--- src/rtl/sld_pkg.sv ---
// Package: shared width default and the per-channel drive pair type.
// Assumes: nothing; pure type and function definitions.
package sld_pkg;

    localparam int unsigned SLD_DEF_W = 12;

    // Two complementary controls for one output channel.
    typedef struct packed {
        logic src;
        logic snk;
    } drv_pair_t;

    // Map a held bit and the blanking level to the drive pair.
    function automatic drv_pair_t drive_of(input logic held, input logic blank_lv);
        drv_pair_t p;
        if (blank_lv) begin
            p.src = 1'b0;
            p.snk = 1'b1;
        end else begin
            p.src = held;
            p.snk = ~held;
        end
        return p;
    endfunction

endpackage

--- src/rtl/sld_shift_chain.sv ---
// Module: sld_shift_chain
// Serial-in shift register of W stages, with the last stage brought out.
// Assumes: W >= 2; rst_n is synchronous and active low.
module sld_shift_chain #(
    parameter int unsigned W = sld_pkg::SLD_DEF_W
) (
    input  logic         clk,
    input  logic         rst_n,
    input  logic         shift_en,
    input  logic         sdi,
    output logic [W-1:0] sr_q,
    output logic         sdo
);

    localparam int unsigned TOP = W - 1;

    // One flop per stage; stage 0 is fed from the serial input.
    for (genvar i = 0; i < W; i++) begin : g_stage
        logic d_in;
        if (i == 0) begin : g_head
            assign d_in = sdi;
        end else begin : g_body
            assign d_in = sr_q[i-1];
        end

        // Stage register: clear on reset, take the upstream bit when enabled.
        always_ff @(posedge clk) begin
            if (!rst_n) begin
                sr_q[i] <= 1'b0;
            end else if (shift_en) begin
                sr_q[i] <= d_in;
            end
        end
    end

    assign sdo = sr_q[TOP];

    assert_clear_R1: assert property (@(posedge clk)
        !rst_n |=> (sr_q == '0));

    assert_shift_R2: assert property (@(posedge clk) disable iff (!rst_n)
        shift_en |=> (sr_q == {$past(sr_q[W-2:0]), $past(sdi)}));

    assert_idle_R2: assert property (@(posedge clk) disable iff (!rst_n)
        !shift_en |=> $stable(sr_q));

    assert_sdo_step_R3: assert property (@(posedge clk) disable iff (!rst_n)
        shift_en |=> (sdo == $past(sr_q[W-2])));

endmodule

--- src/rtl/sld_hold_bank.sv ---
// Module: sld_hold_bank
// Transparent holding stages. While strobe is high, the view passes the
// shift register straight through. The stored copy is refreshed on every
// edge seen with strobe high. While strobe is low, the view is the stored copy.
// Assumes: strobe is synchronous to clk; rst_n is synchronous, active low.
module sld_hold_bank #(
    parameter int unsigned W = sld_pkg::SLD_DEF_W
) (
    input  logic         clk,
    input  logic         rst_n,
    input  logic         strobe,
    input  logic [W-1:0] sr_q,
    output logic [W-1:0] view
);

    logic [W-1:0] held_q;

    // Stored copy: cleared on reset, refreshed while the strobe is open.
    always_ff @(posedge clk) begin
        if (!rst_n) begin
            held_q <= '0;
        end else if (strobe) begin
            held_q <= sr_q;
        end
    end

    // Transparent path while open, stored copy while closed.
    always_comb begin
        view = strobe ? sr_q : held_q;
    end

    assert_closed_R6: assert property (@(posedge clk) disable iff (!rst_n)
        !strobe |=> (strobe || $stable(view)));

    assert_capture_R5: assert property (@(posedge clk) disable iff (!rst_n)
        strobe |=> (strobe || (view == $past(sr_q))));

endmodule

--- src/rtl/sld_channel.sv ---
// Module: sld_channel
// Drive logic for one channel: maps a held bit and blanking onto the
// complementary source and sink enables.
// Assumes: clk and rst_n are used only by the guarding assertions.
module sld_channel (
    input  logic clk,
    input  logic rst_n,
    input  logic held,
    input  logic blank,
    output logic src,
    output logic snk
);

    import sld_pkg::*;

    drv_pair_t pair;

    // Decode the drive pair for this channel.
    always_comb begin
        pair = drive_of(held, blank);
    end

    assign src = pair.src;
    assign snk = pair.snk;

    assert_exclusive_R10: assert property (@(posedge clk) disable iff (!rst_n)
        !(src && snk));

    assert_blanked_R7: assert property (@(posedge clk) disable iff (!rst_n)
        blank |-> (!src && snk));

endmodule

--- src/rtl/serial_latched_driver.sv ---
// Module: serial_latched_driver (top)
// Shift register -> transparent holding bank -> per-channel drive pairs.
// sdo is the registered last stage, so it can feed the next device in a chain.
// Assumes: all inputs are synchronous to clk; reset is synchronous, active low.
module serial_latched_driver #(
    parameter int unsigned W = sld_pkg::SLD_DEF_W
) (
    input  logic         clk,
    input  logic         rst_n,
    input  logic         shift_en,
    input  logic         sdi,
    input  logic         strobe,
    input  logic         blank,
    output logic [W-1:0] src_en,
    output logic [W-1:0] snk_en,
    output logic         sdo
);

    logic [W-1:0] sr_q;
    logic [W-1:0] view;

    sld_shift_chain #(.W(W)) u_chain (
        .clk      (clk),
        .rst_n    (rst_n),
        .shift_en (shift_en),
        .sdi      (sdi),
        .sr_q     (sr_q),
        .sdo      (sdo)
    );

    sld_hold_bank #(.W(W)) u_hold (
        .clk    (clk),
        .rst_n  (rst_n),
        .strobe (strobe),
        .sr_q   (sr_q),
        .view   (view)
    );

    // One drive pair per channel.
    for (genvar c = 0; c < W; c++) begin : g_ch
        sld_channel u_ch (
            .clk   (clk),
            .rst_n (rst_n),
            .held  (view[c]),
            .blank (blank),
            .src   (src_en[c]),
            .snk   (snk_en[c])
        );
    end

    assert_sdo_stable_R3: assert property (@(posedge clk) disable iff (!rst_n)
        !shift_en |=> $stable(sdo));

endmodule

--- config.mk ---
export PLATFORM = sky130hd
export DESIGN_NAME = serial_latched_driver
export DESIGN_NICKNAME = d
export VERILOG_FILES = /design/src/rtl/sld_pkg.sv /design/src/rtl/sld_shift_chain.sv /design/src/rtl/sld_hold_bank.sv /design/src/rtl/sld_channel.sv /design/src/rtl/serial_latched_driver.sv
export SDC_FILE = /design/constraint.sdc
export NUM_CORES = 1
export LEC_CHECK = 0
export ABC_AREA = 0
export BUFFER_PORTS_ARGS = -buffer_cell sky130_fd_sc_hd__buf_2
export CORE_UTILIZATION = 30
export DETAILED_ROUTE_END_ITERATION = 10
export SLEW_MARGIN = 20
export SYNTH_ARGS = -nofsm -noshare
export SYNTH_HDL_FRONTEND = slang
export SYNTH_SLANG_ARGS = --single-unit
export TNS_END_PERCENT = 5
--- constraint.sdc ---
create_clock -name clk -period 1.1 [get_ports clk]
set_input_delay 0.055 -clock clk [delete_from_list [all_inputs] [get_ports clk]]
set_output_delay 0.055 -clock clk [all_outputs]
set_load 0.1 [all_outputs]
---- Word-level counts from Yosys, hierarchy flattened ----
Cells that the tools add are included.
word-level totals
  register bits after elaboration ......... 24
  input bits .............................. 6
  output and inout bits ................... 25
  logic and storage cells ................. 38
cells by class
  muxes and demuxes ....................... 13
  bitwise operators ....................... 12
operators with widths
  kind        count
  $mux W2     12
  $mux W12    1
  $not A1 Y1  12

---- Logic depth before layout (Yosys ltp) ----
Gate-level depths: netlist of the first run.
  depth in word-level cells ............... 3
  depth in mapped cells ................... 4
  depth with buffers taken out ............ 2

---- Cells and area by module ----
From an unflattened synthesis of the first run, not the netlist that was laid out.
second synthesis, totals
  cells, all modules ...................... 112
  area total of the unflattened synthesis .. 1,196.1 um^2
modules (own cells, without submodules)
  module           instances  cells an instance  area each (um^2)  sequential area each (um^2)
  sld_shift_chain  1          50                 540.5             240.2
  sld_hold_bank    1          38                 505.5             240.2
  sld_channel      12         2                  12.5              0.0

---- Worst setup path after synthesis of the first run ----
Ideal clock, no wire load.
  path type ............................... reg2out
  start ................................... reg u_chain.sr_q[11], in the netlist u_chain.sdo
  end ..................................... out snk_en[11]
  arrival time ............................ 1,653 ps
  data required time ...................... 1,045 ps
  path slack .............................. -608 ps
  stages on the path, launching flop included .. 4
  path buffers ............................ 1
  cell sequence ........................... dfxtp_1 mux2i_1 or2_1 buf_4
between the ends
  longest elaborated chain between the ends .. 3
ends and longest elaborated chain
  what                             RTL line                     text
  start, declared                  sld_shift_chain.sv:11        output logic [W-1:0] sr_q,
  start signal, assigned by index  sld_shift_chain.sv:31        sr_q[i] <= d_in;
  $mux W12                         sld_hold_bank.sv:29          view = strobe ? sr_q : held_q;
  $not A1 Y1                       sld_pkg.sv:21                p.snk = ~held;
  $mux W2                          sld_pkg.sv:16                if (blank_lv) begin
  end, declared                    serial_latched_driver.sv:15  output logic [W-1:0] snk_en,
No other way between the ends.

---- Worst setup path after layout of the first run ----
Same ends and word-level chain as after synthesis.

==> results_dict.tcl, run 1 <==
set metrics [dict create \
    crit_path_start_kind "register" \
    internal_power_mw 1.26 \
    min_period_ns 1.21 \
    min_path_cells 3 \
    synth-simple-area-share 0.224 \
    dieWidth_um 65.4 \
    rsz0062_at_grt "true" \
    drt_iter0_drc 14 \
    row_count 22 \
    leakage_nw 0.696 \
    wire_per_inst_um 11.3 \
    fin_crit_sh 1.10 \
    final_common_cell "buf_12" \
    worstSkewPairLatency_ns 0.25 \
    finalPower_mw 1.61 \
    grt.total_usage 0.102 \
    max_stage_delay_ns 0.35 \
    cts.htree.levels 1 \
    avgSynthCellArea_um2 9.56 \
    setup_viol 24 \
    pwr_density_cell_nw_per_um2 903 \
    synth_compound_area_frac 0 \
    synth.area.mux_share 0.199 \
    synth_adder_area_share 0 \
    cts_buffer_depth 2 \
    fin_nets 145 \
    root_buffer "clkbuf_8" \
    switching_share 0.218 \
    place_area_um2 1600 \
    vias 773 \
    grt_pass1_wl_um 3350 \
    synth_cell_type_count 9 \
    vias_per_cell 4.16 \
    dieArea_um2 4270 \
    timing_hold_violations_final 0 \
    synth_xor_area_frac 0 \
    hp-start "sdi" \
    holdWs_ns 0.0586 \
    drive_gt1_frac 0.493 \
    cts_tree "done" \
    crit_slowest_cell "dfxtp_4" \
    finClkSkew_ns 0.000625 \
    violations "setup timing" \
    ys_ff_latch 24 \
    crit_path_end_kind "output port" \
    switchingPower_uw 352 \
    timing.fmax_mhz 823 \
    ys_seq_area_frac 0.399 \
    r2r-start "u_chain.g_stage[3].d_in" \
    worstHoldEndpoint "u_chain.g_stage[1].d_in" \
    r2r_slack_ns 0.25 \
    cp_max_fo 3 \
    clock-sinks 24 \
    fin_area_um2 1790 \
    drt-total-wl_um 2110 \
    yosys_warnings 0 \
    reg2reg_to "u_chain.g_stage[4].d_in" \
    cap_violations 0 \
    antenna_left 0 \
    io_pins 31 \
    first_pass_iters 4 \
    antenna_cells 0 \
    cp.required_ns 1.04 \
    slew_headroom 0.759 \
    hp-class "in -> reg" \
    grt_pass1_vias 750 \
    final_cell_mix "26 x buf_12, 24 x nor2b_1, 12 x nor2_1, 12 x mux2i_1, 12 x dfxtp_1" \
    status "complete, but fails checks" \
    worstMarginPinSlew_ns 0.361 \
    ir_drop_mv 0.538 \
    clkTransAtPathRegs_ns 0.08 \
    grt_start_max_net_pins 25 \
    p_comb_frac 0.103 \
    cts_buffers 3 \
    synth_top_family_by_area "simple AND/OR/NAND/NOR gates" \
    place_hpwl_um 1480 \
    start_util 0.322 \
    crit_type "reg -> out" \
    port_buffers 30 \
    synth_cells 126 \
    synth_area_um2 1200 \
    grt_overflow 0 \
    syn_to_final_growth_pct 48.5 \
    syn_nets 132 \
    fp.dieH_um 65.4 \
    arrival_ns 1.16 \
    antenna_found_initial 0 \
    worst_slack_ns -0.115 \
    postLayoutCoreUtil 0.478 \
    p_seq_frac 0.543 \
    cp_cell_sequence "mux2i_2 -> or2_1 -> buf_12" \
    slew_violations 0 \
    clockPowerShare 0.354 \
    r2r_cells 4 \
    drc 0 \
    tns_ns -1.57 \
    core-area_um2 3740 \
    routabilityCongestion 0.655 \
]
-- power groups by stage --
stage	registers, mW	logic (mW)	clock network, mW
after floorplan	0.896	0.113	0
after global placement	0.897	0.152	0
after global routing	0.878	0.177	0.639
after detailed placement	0.897	0.154	0
final	0.877	0.167	0.571
after CTS	0.877	0.165	0.596
-- sequential cells by signal, indices dropped and copies added (netlist names) --
signal                cells
u_hold.held_q            12
u_chain.sdo               1
u_chain.g_stage.d_in     11
-- metrics by stage --
step                cells  worst slack (ns)
global placement      175            0.0819
global route          186            -0.179
detailed placement    175            0.0336
floorplan             126           -0.0445
CTS                   185            -0.126
finish                186            -0.115
-- worst max-delay path: cells and delay by family, from the launching register on --
| family | cells | cell delay, ns |
|---|---|---|
| and+or+nand+nor | 1 | 0.18 |
| muxes | 1 | 0.19 |
| buffers and inverters | 1 | 0.18 |
| DFF | 1 | 0.35 |
-- per-layer routing --
| layer | GRT usage | up-vias | routed length (um) |
|---|---|---|---|
| met5 | 0 | - | 0 |
| li1 | - | 397 | - |
| met4 | 0.0571 | 0 | 34 |
| met1 | 0.114 | 351 | 892 |
| met2 | 0.175 | 23 | 1060 |
| met3 | 0.0260 | 2 | 123 |
-- final cells by class --
class                   count  area (um^2)
fillers                   378         1950
repair buffers             38          598
multi-input cells          72          578
flip-flops and latches     24          498
well taps                  48         60.1
clock buffers               4         55.1
-- cell families after synthesis --
kind of cell,count (synthesis)
buffers and inverters,30
and+or+nand+nor,48
DFF,24
muxes,24
-- worst max path at each step --
stage               depth (start not counted)         end                    start
finish                                      3  snk_en[11]              u_chain.sdo
CTS                                         3   snk_en[2]  u_chain.g_stage[3].d_in
global route                                3   snk_en[2]  u_chain.g_stage[3].d_in
global placement                            5   snk_en[6]                   strobe
detailed placement                          5   snk_en[6]                   strobe
floorplan                                   3  snk_en[11]              u_chain.sdo
-- timing repair --
item | CTS | global route
pin swaps | 8 | 7
endpoints found under the setup margin | 24 | 24
resized for setup | 25 | 2
hold buffers | 0 | 0
setup buffers | 6 | 1
-- Yosys cell counts --
cell	n	area share
or2_2	2	0.010
mux2i_1	24	0.20
dfxtp_1	24	0.40
or2_1	10	0.052
buf_4	25	0.16
buf_6	1	0.0093
nor2_1	12	0.037
clkbuf_1	4	0.012
nor2b_1	24	0.12
Power figures use the tool's default switching activity.
==> inputs of run 2 (changes only) <==
--- a/config.mk
+++ b/config.mk
@@ -7,8 +7,11 @@
 export LEC_CHECK = 0
 export ABC_AREA = 0
 export BUFFER_PORTS_ARGS = -buffer_cell sky130_fd_sc_hd__buf_2
+export CELL_PAD_IN_SITES_DETAIL_PLACEMENT = 0
+export CELL_PAD_IN_SITES_GLOBAL_PLACEMENT = 1
 export CORE_UTILIZATION = 30
 export DETAILED_ROUTE_END_ITERATION = 10
+export PLACE_DENSITY_LB_ADDON = 0.1
 export SLEW_MARGIN = 20
 export SYNTH_ARGS = -nofsm -noshare
 export SYNTH_HDL_FRONTEND = slang
==> constraint.sdc (replaced) <==
create_clock -name clk -period 1.1 [get_ports clk]
set_input_delay 0.22 -clock clk [delete_from_list [all_inputs] [get_ports clk]]
set_output_delay 0.22 -clock clk [all_outputs]
set_load 0.1 [all_outputs]
==> results_dict.tcl, run 2 (synthesis gave the netlist of run 1 again) <==
set metrics [dict create \
    worst_slack_ns -0.259 \
    grt_overflow 0 \
    port_buffers 30 \
    p_comb_frac 0.116 \
    row_count 22 \
    p_seq_frac 0.533 \
    drt_iter0_drc 8 \
    grt_start_max_net_pins 25 \
    largest_reg_flops 12 \
    place_area_um2 1740 \
    first_pass_iters 2 \
    vias 820 \
    fp.dieH_um 65.4 \
    antenna_left 0 \
    root_buffer "clkbuf_8" \
    timing.fmax_mhz 736 \
    fin_crit_sh 1.24 \
    clockPowerShare 0.351 \
    drc 0 \
    crit_type "in -> out" \
    clock-sinks 24 \
    internal_power_mw 1.28 \
    cts_tree "done" \
    fin_area_um2 1970 \
    routabilityCongestion 0.645 \
    cts_buffers 3 \
    crit_path_start_kind "primary input" \
    worstMarginPinSlew_ns 0.375 \
    pwr_density_cell_nw_per_um2 838 \
    cap_violations 0 \
    core-area_um2 3740 \
    worstSkewPairLatency_ns 0.26 \
    arrival_ns 1.14 \
    drive_gt1_frac 0.569 \
    r2r_slack_ns 0.15 \
    slew_headroom 0.750 \
    finClkSkew_ns 0.00179 \
    holdBufCountCts 0 \
    status "complete, but fails checks" \
    cts_buffer_depth 2 \
    fin_nets 160 \
    cts.htree.levels 1 \
    grt.total_usage 0.106 \
    grt_pass1_vias 818 \
    grt_pass1_wl_um 3530 \
    violations "setup timing" \
    wire_per_inst_um 10.2 \
    drt-total-wl_um 2050 \
    setup_viol 25 \
    vias_per_cell 4.08 \
    clkTransAtPathRegs_ns 0.08 \
    crit_path_end_kind "output port" \
    final_cell_mix "26 x buf_12, 24 x nor2b_1, 22 x buf_4" \
    slew_violations 0 \
    place_hpwl_um 1410 \
    postLayoutCoreUtil 0.525 \
    min_period_ns 1.36 \
    tns_ns -5.25 \
    start_util 0.322 \
    cp_max_fo 8 \
    antenna_cells 0 \
    hp-class "in -> reg" \
    leakage_nw 0.780 \
    final_common_cell "buf_12" \
    antenna_found_initial 0 \
    syn_to_final_growth_pct 63.2 \
    rsz0062_at_grt "true" \
    io_pins 31 \
    ir_drop_mv 0.440 \
    switching_share 0.224 \
    timing_hold_violations_final 0 \
    top_register "u_hold.held_q" \
    dieWidth_um 65.4 \
    cp.required_ns 0.88 \
    dieArea_um2 4270 \
    switchingPower_uw 369 \
]
run 2: cell count changes in the layout (fill, tap and decap cells not counted):
cell     delta
or2_4       +1
mux2i_4     +6
buf_2       -1
dfxtp_2     +3
buf_6       +1
mux2i_2     -6
buf_4      +15
or2_1       -1
dfxtp_1     -3
run 2: power by group through the flow:
| stage | combinational [mW] | clock [mW] | sequential [mW] |
|---|---|---|---|
| floorplan | 0.113 | 0 | 0.896 |
| global placement | 0.167 | 0 | 0.896 |
| detailed placement | 0.170 | 0 | 0.896 |
| CTS | 0.177 | 0.601 | 0.877 |
| global route | 0.202 | 0.650 | 0.880 |
| finish | 0.190 | 0.579 | 0.879 |
run 2: layout make-up:
type,count,area [um^2]
Clock buffer,4,55.1
Sequential cell,24,502
Multi-Input combinational cell,72,633
Timing Repair Buffer,53,717
Tap cell,48,60.1
Fill cell,370,1780
run 2: metrics by stage:
step           instances  worst slack [ns]  hold WS, ns  total power, mW
2_1_floorplan        126            -0.210        0.348             1.01
3_3_place_gp         193            -0.245        0.488             1.06
3_5_place_dp         193            -0.266        0.490             1.07
4_1_cts              199            -0.285        0.221             1.65
5_1_grt              201            -0.316        0.276             1.73
6_report             201            -0.259        0.222             1.65
run 2: path summary, 6_finish.rpt:
kind,startpoint,endpoint,cells past startpoint
setup / recovery,strobe,snk_en[5],5
setup reg to reg,u_chain.g_stage[8].d_in,u_hold.held_q[7],5
hold / removal,sdi,u_chain.g_stage[1].d_in,3
hold reg to reg,u_hold.held_q[2],u_hold.held_q[2],2
run 2: repair_timing:
action | 4_1_cts | 5_1_grt
buffers inserted | 2 | 2
pin swaps | 3 | 7
resized for setup | 15 | 24
endpoints found under the setup margin | 25 | 25
run 2: worst max-delay path, cell delays in order:
cell	delay [ns]
buf_4	0.13
buf_12	0.16
mux2i_4	0.19
or2_1	0.26
buf_12	0.17
run 2: per-layer routing:
metal  global-route usage  vias up  wire (um)
met2                0.178       21       1030
met3               0.0226        2        121
met5                    0        -          0
met1                0.133      371        880
li1                     -      426          -
met4               0.0408        0         14
